## config.mk

```make
export PLATFORM = sky130hd
export DESIGN_NAME = ctlreg_bank
export DESIGN_NICKNAME = d
export VERILOG_FILES = /design/src/rtl/crb_pkg.sv /design/src/rtl/crb_pointer.sv /design/src/rtl/crb_store.sv /design/src/rtl/ctlreg_bank.sv
export SDC_FILE = /design/constraint.sdc
export NUM_CORES = 1
export LEC_CHECK = 0
export ABC_AREA = 0
export CORE_ASPECT_RATIO = 1.2
export CORE_MARGIN = 10
export CORE_UTILIZATION = 56
export DETAILED_ROUTE_END_ITERATION = 8
export GPL_ROUTABILITY_DRIVEN = 0
export PLACE_DENSITY = 0.76
export SYNTH_ARGS = -nofsm -noshare
export SYNTH_HDL_FRONTEND = slang
export SYNTH_SLANG_ARGS = --single-unit
```

## constraint.sdc

```tcl
create_clock -name clk -period 2.1 [get_ports clk]
set_input_delay 0.42 -clock clk [delete_from_list [all_inputs] [get_ports clk]]
set_output_delay 0.42 -clock clk [all_outputs]
set_load 0.02 [all_outputs]
```

## src/rtl/crb_pkg.sv

```systemverilog
package crb_pkg;

    typedef enum logic [1:0] {
        ST_IDLE = 2'd0,
        ST_PTR  = 2'd1,
        ST_DATA = 2'd2
    } crb_state_t;

    localparam int ID_ADDR   = 1;
    localparam int ENA_ADDR  = 3;
    localparam int ENB_ADDR  = 5;
    localparam int RATIO_LO  = 6;
    localparam int RATIO_HI  = 21;

    // Writable-bit mask per address; zero means nothing is stored there.
    function automatic logic [7:0] wmask(input int a);
        if (a >= RATIO_LO && a <= RATIO_HI) return 8'hFF;
        case (a)
            2:       return 8'h03;
            3:       return 8'hFF;
            4:       return 8'h1F;
            5:       return 8'h09;
            22:      return 8'h98;
            23:      return 8'h30;
            30:      return 8'hE0;
            default: return 8'h00;
        endcase
    endfunction

endpackage

```

## src/rtl/crb_pointer.sv

```systemverilog
module crb_pointer #(
    parameter int ADDR_W = 7
) (
    input  logic              clk,
    input  logic              rst_n,
    input  logic              load,
    input  logic [7:0]        load_byte,
    input  logic              step,
    output logic [ADDR_W-1:0] addr,
    output logic              mode
);
    always_ff @(posedge clk or negedge rst_n) begin
        if (!rst_n) begin
            addr <= '0;
            mode <= 1'b0;
        end else if (load) begin
            addr <= load_byte[ADDR_W-1:0];
            mode <= load_byte[7];
        end else if (step) begin
            addr <= addr + 1'b1;
        end
    end
endmodule

```

## src/rtl/crb_store.sv

```systemverilog
module crb_store
    import crb_pkg::*;
#(
    parameter int         ADDR_W  = 7,
    parameter logic [7:0] ID_BYTE = 8'h1A
) (
    input  logic              clk,
    input  logic              rst_n,
    input  logic              we,
    input  logic [ADDR_W-1:0] addr,
    input  logic [7:0]        wdata,
    output logic [7:0]        rbyte,
    output logic              en_both
);
    localparam int NREG = 1 << ADDR_W;

    logic [7:0] regs [NREG];

    for (genvar i = 0; i < NREG; i++) begin : g_reg
        localparam logic [7:0] M = wmask(i);
        if (M != 8'h00) begin : g_rw
            always_ff @(posedge clk or negedge rst_n) begin
                if (!rst_n)
                    regs[i] <= 8'h00;
                else if (we && addr == ADDR_W'(i))
                    regs[i] <= wdata & M;
            end
        end else if (i == ID_ADDR) begin : g_id
            assign regs[i] = ID_BYTE;
        end else begin : g_none
            assign regs[i] = 8'h00;
        end
    end

    assign rbyte   = regs[addr];
    assign en_both = regs[ENA_ADDR][0] & regs[ENB_ADDR][0];
endmodule

```

## src/rtl/ctlreg_bank.sv

```systemverilog
module ctlreg_bank
    import crb_pkg::*;
#(
    parameter int         ADDR_W   = 7,
    parameter logic [4:0] DEV_CODE = 5'h03,
    parameter logic [2:0] REV_CODE = 3'h2
) (
    input  logic       clk,
    input  logic       rst_n,
    input  logic       xact_start,
    input  logic       wr_valid,
    input  logic [7:0] wr_data,
    input  logic       rd_strobe,
    output logic [7:0] rd_data,
    output logic       dev_enabled
);
    localparam logic [7:0] ID_BYTE = {DEV_CODE, REV_CODE};

    crb_state_t        state_q, state_d;
    logic              do_load, do_write, do_read, do_step;
    logic [ADDR_W-1:0] ptr_addr;
    logic              ptr_mode;
    logic [7:0]        fetch;
    logic              in_ptr, in_data;

    // state register
    always_ff @(posedge clk or negedge rst_n) begin
        if (!rst_n) state_q <= ST_IDLE;
        else        state_q <= state_d;
    end

    // next state and controls
    always_comb begin
        state_d  = state_q;
        do_load  = 1'b0;
        do_write = 1'b0;
        do_read  = 1'b0;
        do_step  = 1'b0;
        if (xact_start) begin
            state_d = ST_PTR;
        end else begin
            unique case (state_q)
                ST_IDLE: state_d = ST_IDLE;
                ST_PTR: begin
                    if (wr_valid) begin
                        do_load = 1'b1;
                        state_d = ST_DATA;
                    end else if (rd_strobe) begin
                        do_read = 1'b1;
                        do_step = ptr_mode;
                        state_d = ST_DATA;
                    end
                end
                ST_DATA: begin
                    if (wr_valid) begin
                        do_write = 1'b1;
                        do_step  = ptr_mode;
                    end else if (rd_strobe) begin
                        do_read = 1'b1;
                        do_step = ptr_mode;
                    end
                end
                default: state_d = ST_IDLE;
            endcase
        end
    end

    assign in_ptr  = (state_q == ST_PTR);
    assign in_data = (state_q == ST_DATA);

    crb_pointer #(.ADDR_W(ADDR_W)) u_ptr (
        .clk       (clk),
        .rst_n     (rst_n),
        .load      (do_load),
        .load_byte (wr_data),
        .step      (do_step),
        .addr      (ptr_addr),
        .mode      (ptr_mode)
    );

    crb_store #(.ADDR_W(ADDR_W), .ID_BYTE(ID_BYTE)) u_store (
        .clk     (clk),
        .rst_n   (rst_n),
        .we      (do_write),
        .addr    (ptr_addr),
        .wdata   (wr_data),
        .rbyte   (fetch),
        .en_both (dev_enabled)
    );

    // read byte register
    always_ff @(posedge clk or negedge rst_n) begin
        if (!rst_n)       rd_data <= 8'h00;
        else if (do_read) rd_data <= fetch;
    end
endmodule

```

==> results of run 1 <==
## per-layer routing
| layer | global-route usage [%] | routed length [um] | part of all wire (%) | vias up |
|---|---|---|---|---|
| met3 | 4.98 | 1080 | 5.2 | 54 |
| met1 | 26.3 | 8400 | 40 | 2824 |
| met2 | 34.5 | 10600 | 51 | 221 |
| met4 | 10.4 | 815 | 3.9 | 0 |
| li1 | - | - | - | 2422 |
| met5 | 0 | 0 | 0 | - |
## registers in the layout (all words and copies together) (netlist names)
signal / count
u_ptr.mode: 1
u_ptr.addr: 7
u_store.regs: 153
state_q: 2
rd_data: 8
## per-stage QoR
step / util [%] / worst slack [ps]
final: 69.3 / 14.1
after global routing: 69.3 / -20.1
after CTS: 68.6 / -4.17
after detailed placement: 63.9 / -492
after global placement: 63.9 / -525
after floorplan: - / 11.9
## layout by cell type, fill, tap and decap left out, types with 11 or more instances in the layout
cell type and count:
nand2_1 19, clkdlybuf4s50_1 18, mux4_2 20, nor2_1 13
o21ai_0 14, buf_4 58, mux2i_1 27, nand3_1 11
clkbuf_16 17, dfrtp_1 168, buf_12 13, mux2_2 157
## worst min-delay path by stage
stage	to	depth (start not counted)
after floorplan	rd_data[0]$_DFFE_PN0P_	0
after global placement	u_store.regs[972]$_DFFE_PN0P_	1
after detailed placement	u_store.regs[972]$_DFFE_PN0P_	1
after CTS	u_ptr.mode$_DFFE_PN0P_	2
after global routing	state_q[1]$_DFFE_PN0P_	3
final	state_q[1]$_DFFE_PN0P_	3
## what timing repair did
item	CTS	global route
gates resized for setup	3	18
hold buffers	1	0
buffers inserted	0	4
pin swaps	2	6
endpoints found under the hold margin	49	0
setup endpoints to repair	16	54
## cell families after synthesis
family	after synthesis
XOR/XNOR	2
AND/OR/NAND/NOR	116
AO/OA/AOI/OAI	60
flip-flops	171
buffers and inverters	54
adder cells (fa/ha/maj)	6
multiplexers	207
## cell type report
| cell class | count | area (um^2) | area share [%] |
|---|---|---|---|
| Clock buffer | 20 | 457 | 4.58 |
| Clock inverter | 11 | 190 | 1.91 |
| Inverter | 11 | 41.3 | 0.414 |
| Multi-Input combinational cell | 391 | 3820 | 38.3 |
| Sequential cell | 171 | 4280 | 42.9 |
| Tap cell | 175 | 219 | 2.19 |
| Timing Repair Buffer | 97 | 967 | 9.69 |
## tightest hold or removal path, cell delays in order
cell and delay (ps):
dlymetal6s2s_1 190, buf_4 170, nor3_1 50
## report_power, final
part	leakage, nW	internal, mW	switching, mW
sequential	2.36	3.42	0.106
clock	0.317	2.17	1.30
combinational	1.99	0.732	1.07
total	4.67	6.32	2.48
==> results.yml, run 1 <==
global_routing:
  overflow: 0
  grt_usage_pct: 21.4
  grt_pass1_wl_um: 32800
  grt_pass1_vias: 5862
  grt_max_degree: 58
  antenna_found_initial: 0
yosys:
  synth_warnings: 0
  synth_fa_ha_area_share_pct: 0.912
  ys_ff_latch: 171
  synth_top_cells_by_area: "dfrtp_1, mux2_2, mux4_2"
  postSynthCellCount: 616
  synth_nets: 635
  async_flop_share_pct: 100
  synth_top_family_by_area: "multiplexers"
  synth_ff_type: "dfrtp_1"
  synth_compound_gate_area_share_pct: 5.03
  synth.area.mux_share_pct: 30.6
  netlist.area_leader.share_pct: 52.0
  ys_top_cells_by_count: "dfrtp_1, mux2_2, clkbuf_1"
  synthSimpleGateAreaFrac_pct: 8.56
  synth_edf_count: 0
  synth.largest_area_cell: "dfrtp_1"
  synth_area_mm2: 0.00823
  yosysUniqueCellTypes: 61
  synth_xor_area_share_pct: 0.213
  synth.most_common_cell: "dfrtp_1"
  synth_area_per_cell_um2: 13.4
  synth_seq_area_share_pct: 52.0
final_layout:
  layout.cells.non_filler: 876
  syn_to_final_growth_pct: 21.3
  antenna-diode-count: 0
  fin_area_mm2: 0.00998
  layout.nets: 708
  drive_gt1_share_pct: 46.4
  fill_cells: 973
drt:
  post_drt_via_cell_ratio: 6.30
  vias: 5521
  antenna_left: 0
  drt-total-wl_um: 20900
  firstDrtPassIters: 5
  drtIter0Drc: 504
  route.detailed.drc: 0
  drt-wirelength-per-cell_um: 23.8
worst_hold_path:
  hold_path_class: "in2reg"
  hp-start: "xact_start"
placement:
  io_buffers: 21
  dp_hpwl_um: 14100
  placed_cell_area_mm2: 0.00921
  dp.cells: 840
critical_path:
  critical-path-max-stage-delay_ps: 430
  path_depth: 7
  setup.worst_path.start_class: "flip-flop"
  r2r-start: "u_ptr.addr[5]$_DFFE_PN0P_"
  path_cells: "nor4b_4 -> buf_4 -> nand4_1 -> buf_6 -> nor2_4 -> buf_6 -> mux2_2"
  crit_fanout: 4
  path_buf_inv: 3
  timing.rr.end: "u_store.regs[973]$_DFFE_PN0P_"
  reg2reg_depth: 7
  regToRegSetupSlack_ps: 10
  worst_ep_arrival_time_ps: 2400
  worstSetupPathType: "reg2reg"
  worst_path_max_delay_cell: "dfrtp_2"
  cp-endpoint: "u_store.regs[973]$_DFFE_PN0P_"
  path_delay_family: "simple AND/OR/NAND/NOR gates"
  startpoint: "u_ptr.addr[5]$_DFFE_PN0P_"
  timing.critical_path.required_ps: 2420
  end_kind: "flip-flop"
  crit_top_cell: "buf_6"
job:
  max_cap_viol_count: 0
die:
  core_mm2: 0.0144
  fp.dieH_um: 153
  rows: 48
  ios: 22
  fp.dieArea_mm2: 0.0200
  start_util_pct: 57.1
  die_x_um: 131
sta:
  setup_viol: 0
  rsz0062_at_grt: "true"
  fmax_mhz: 479
  tns_ps: 0
  timing.max_slew.rel_slack_pct: 65.3
  finClkSkew_ps: 7.83
  fin_hold_ws_ps: 436
  worstMarginPinSlew_ps: 520
  finalCritPeriodShare_pct: 99.3
  post-route-min-period_ps: 2090
  slew_viol_final: 0
  hold_violations: 0
power:
  p_total_mw: 8.80
  p_leak_nw: 4.67
  peakVddDrop_uv: 557
  power_density_mw_per_mm2: 882
outcome:
  status: "finished clean"
cts:
  insertion_delay_ps: 430
  cts_buffer_depth: 2
  numCtsBuffers: 17
  cts_tree: "built"
  cts.sinks: 171
  path_clk_slew_ps: 70
  ctsRootBufferMaster: "clkbuf_16"
  htree_levels: 4
(Power assumes the default switching activity.)
==> inputs of run 2 (changes only) <==
--- a/config.mk
+++ b/config.mk
@@ -14,2 +14,3 @@
 export PLACE_DENSITY = 0.76
+export SLEW_MARGIN = 15
 export SYNTH_ARGS = -nofsm -noshare
--- a/constraint.sdc
+++ b/constraint.sdc
@@ -3,2 +3,2 @@
 set_output_delay 0.42 -clock clk [all_outputs]
-set_load 0.02 [all_outputs]
+set_load 0.005 [all_outputs]
==> results of run 2 <==
The final DEF is identical to that of run 1. Status: finished clean.
Among the figures that moved: total power 8.80 mW -> 8.78 mW
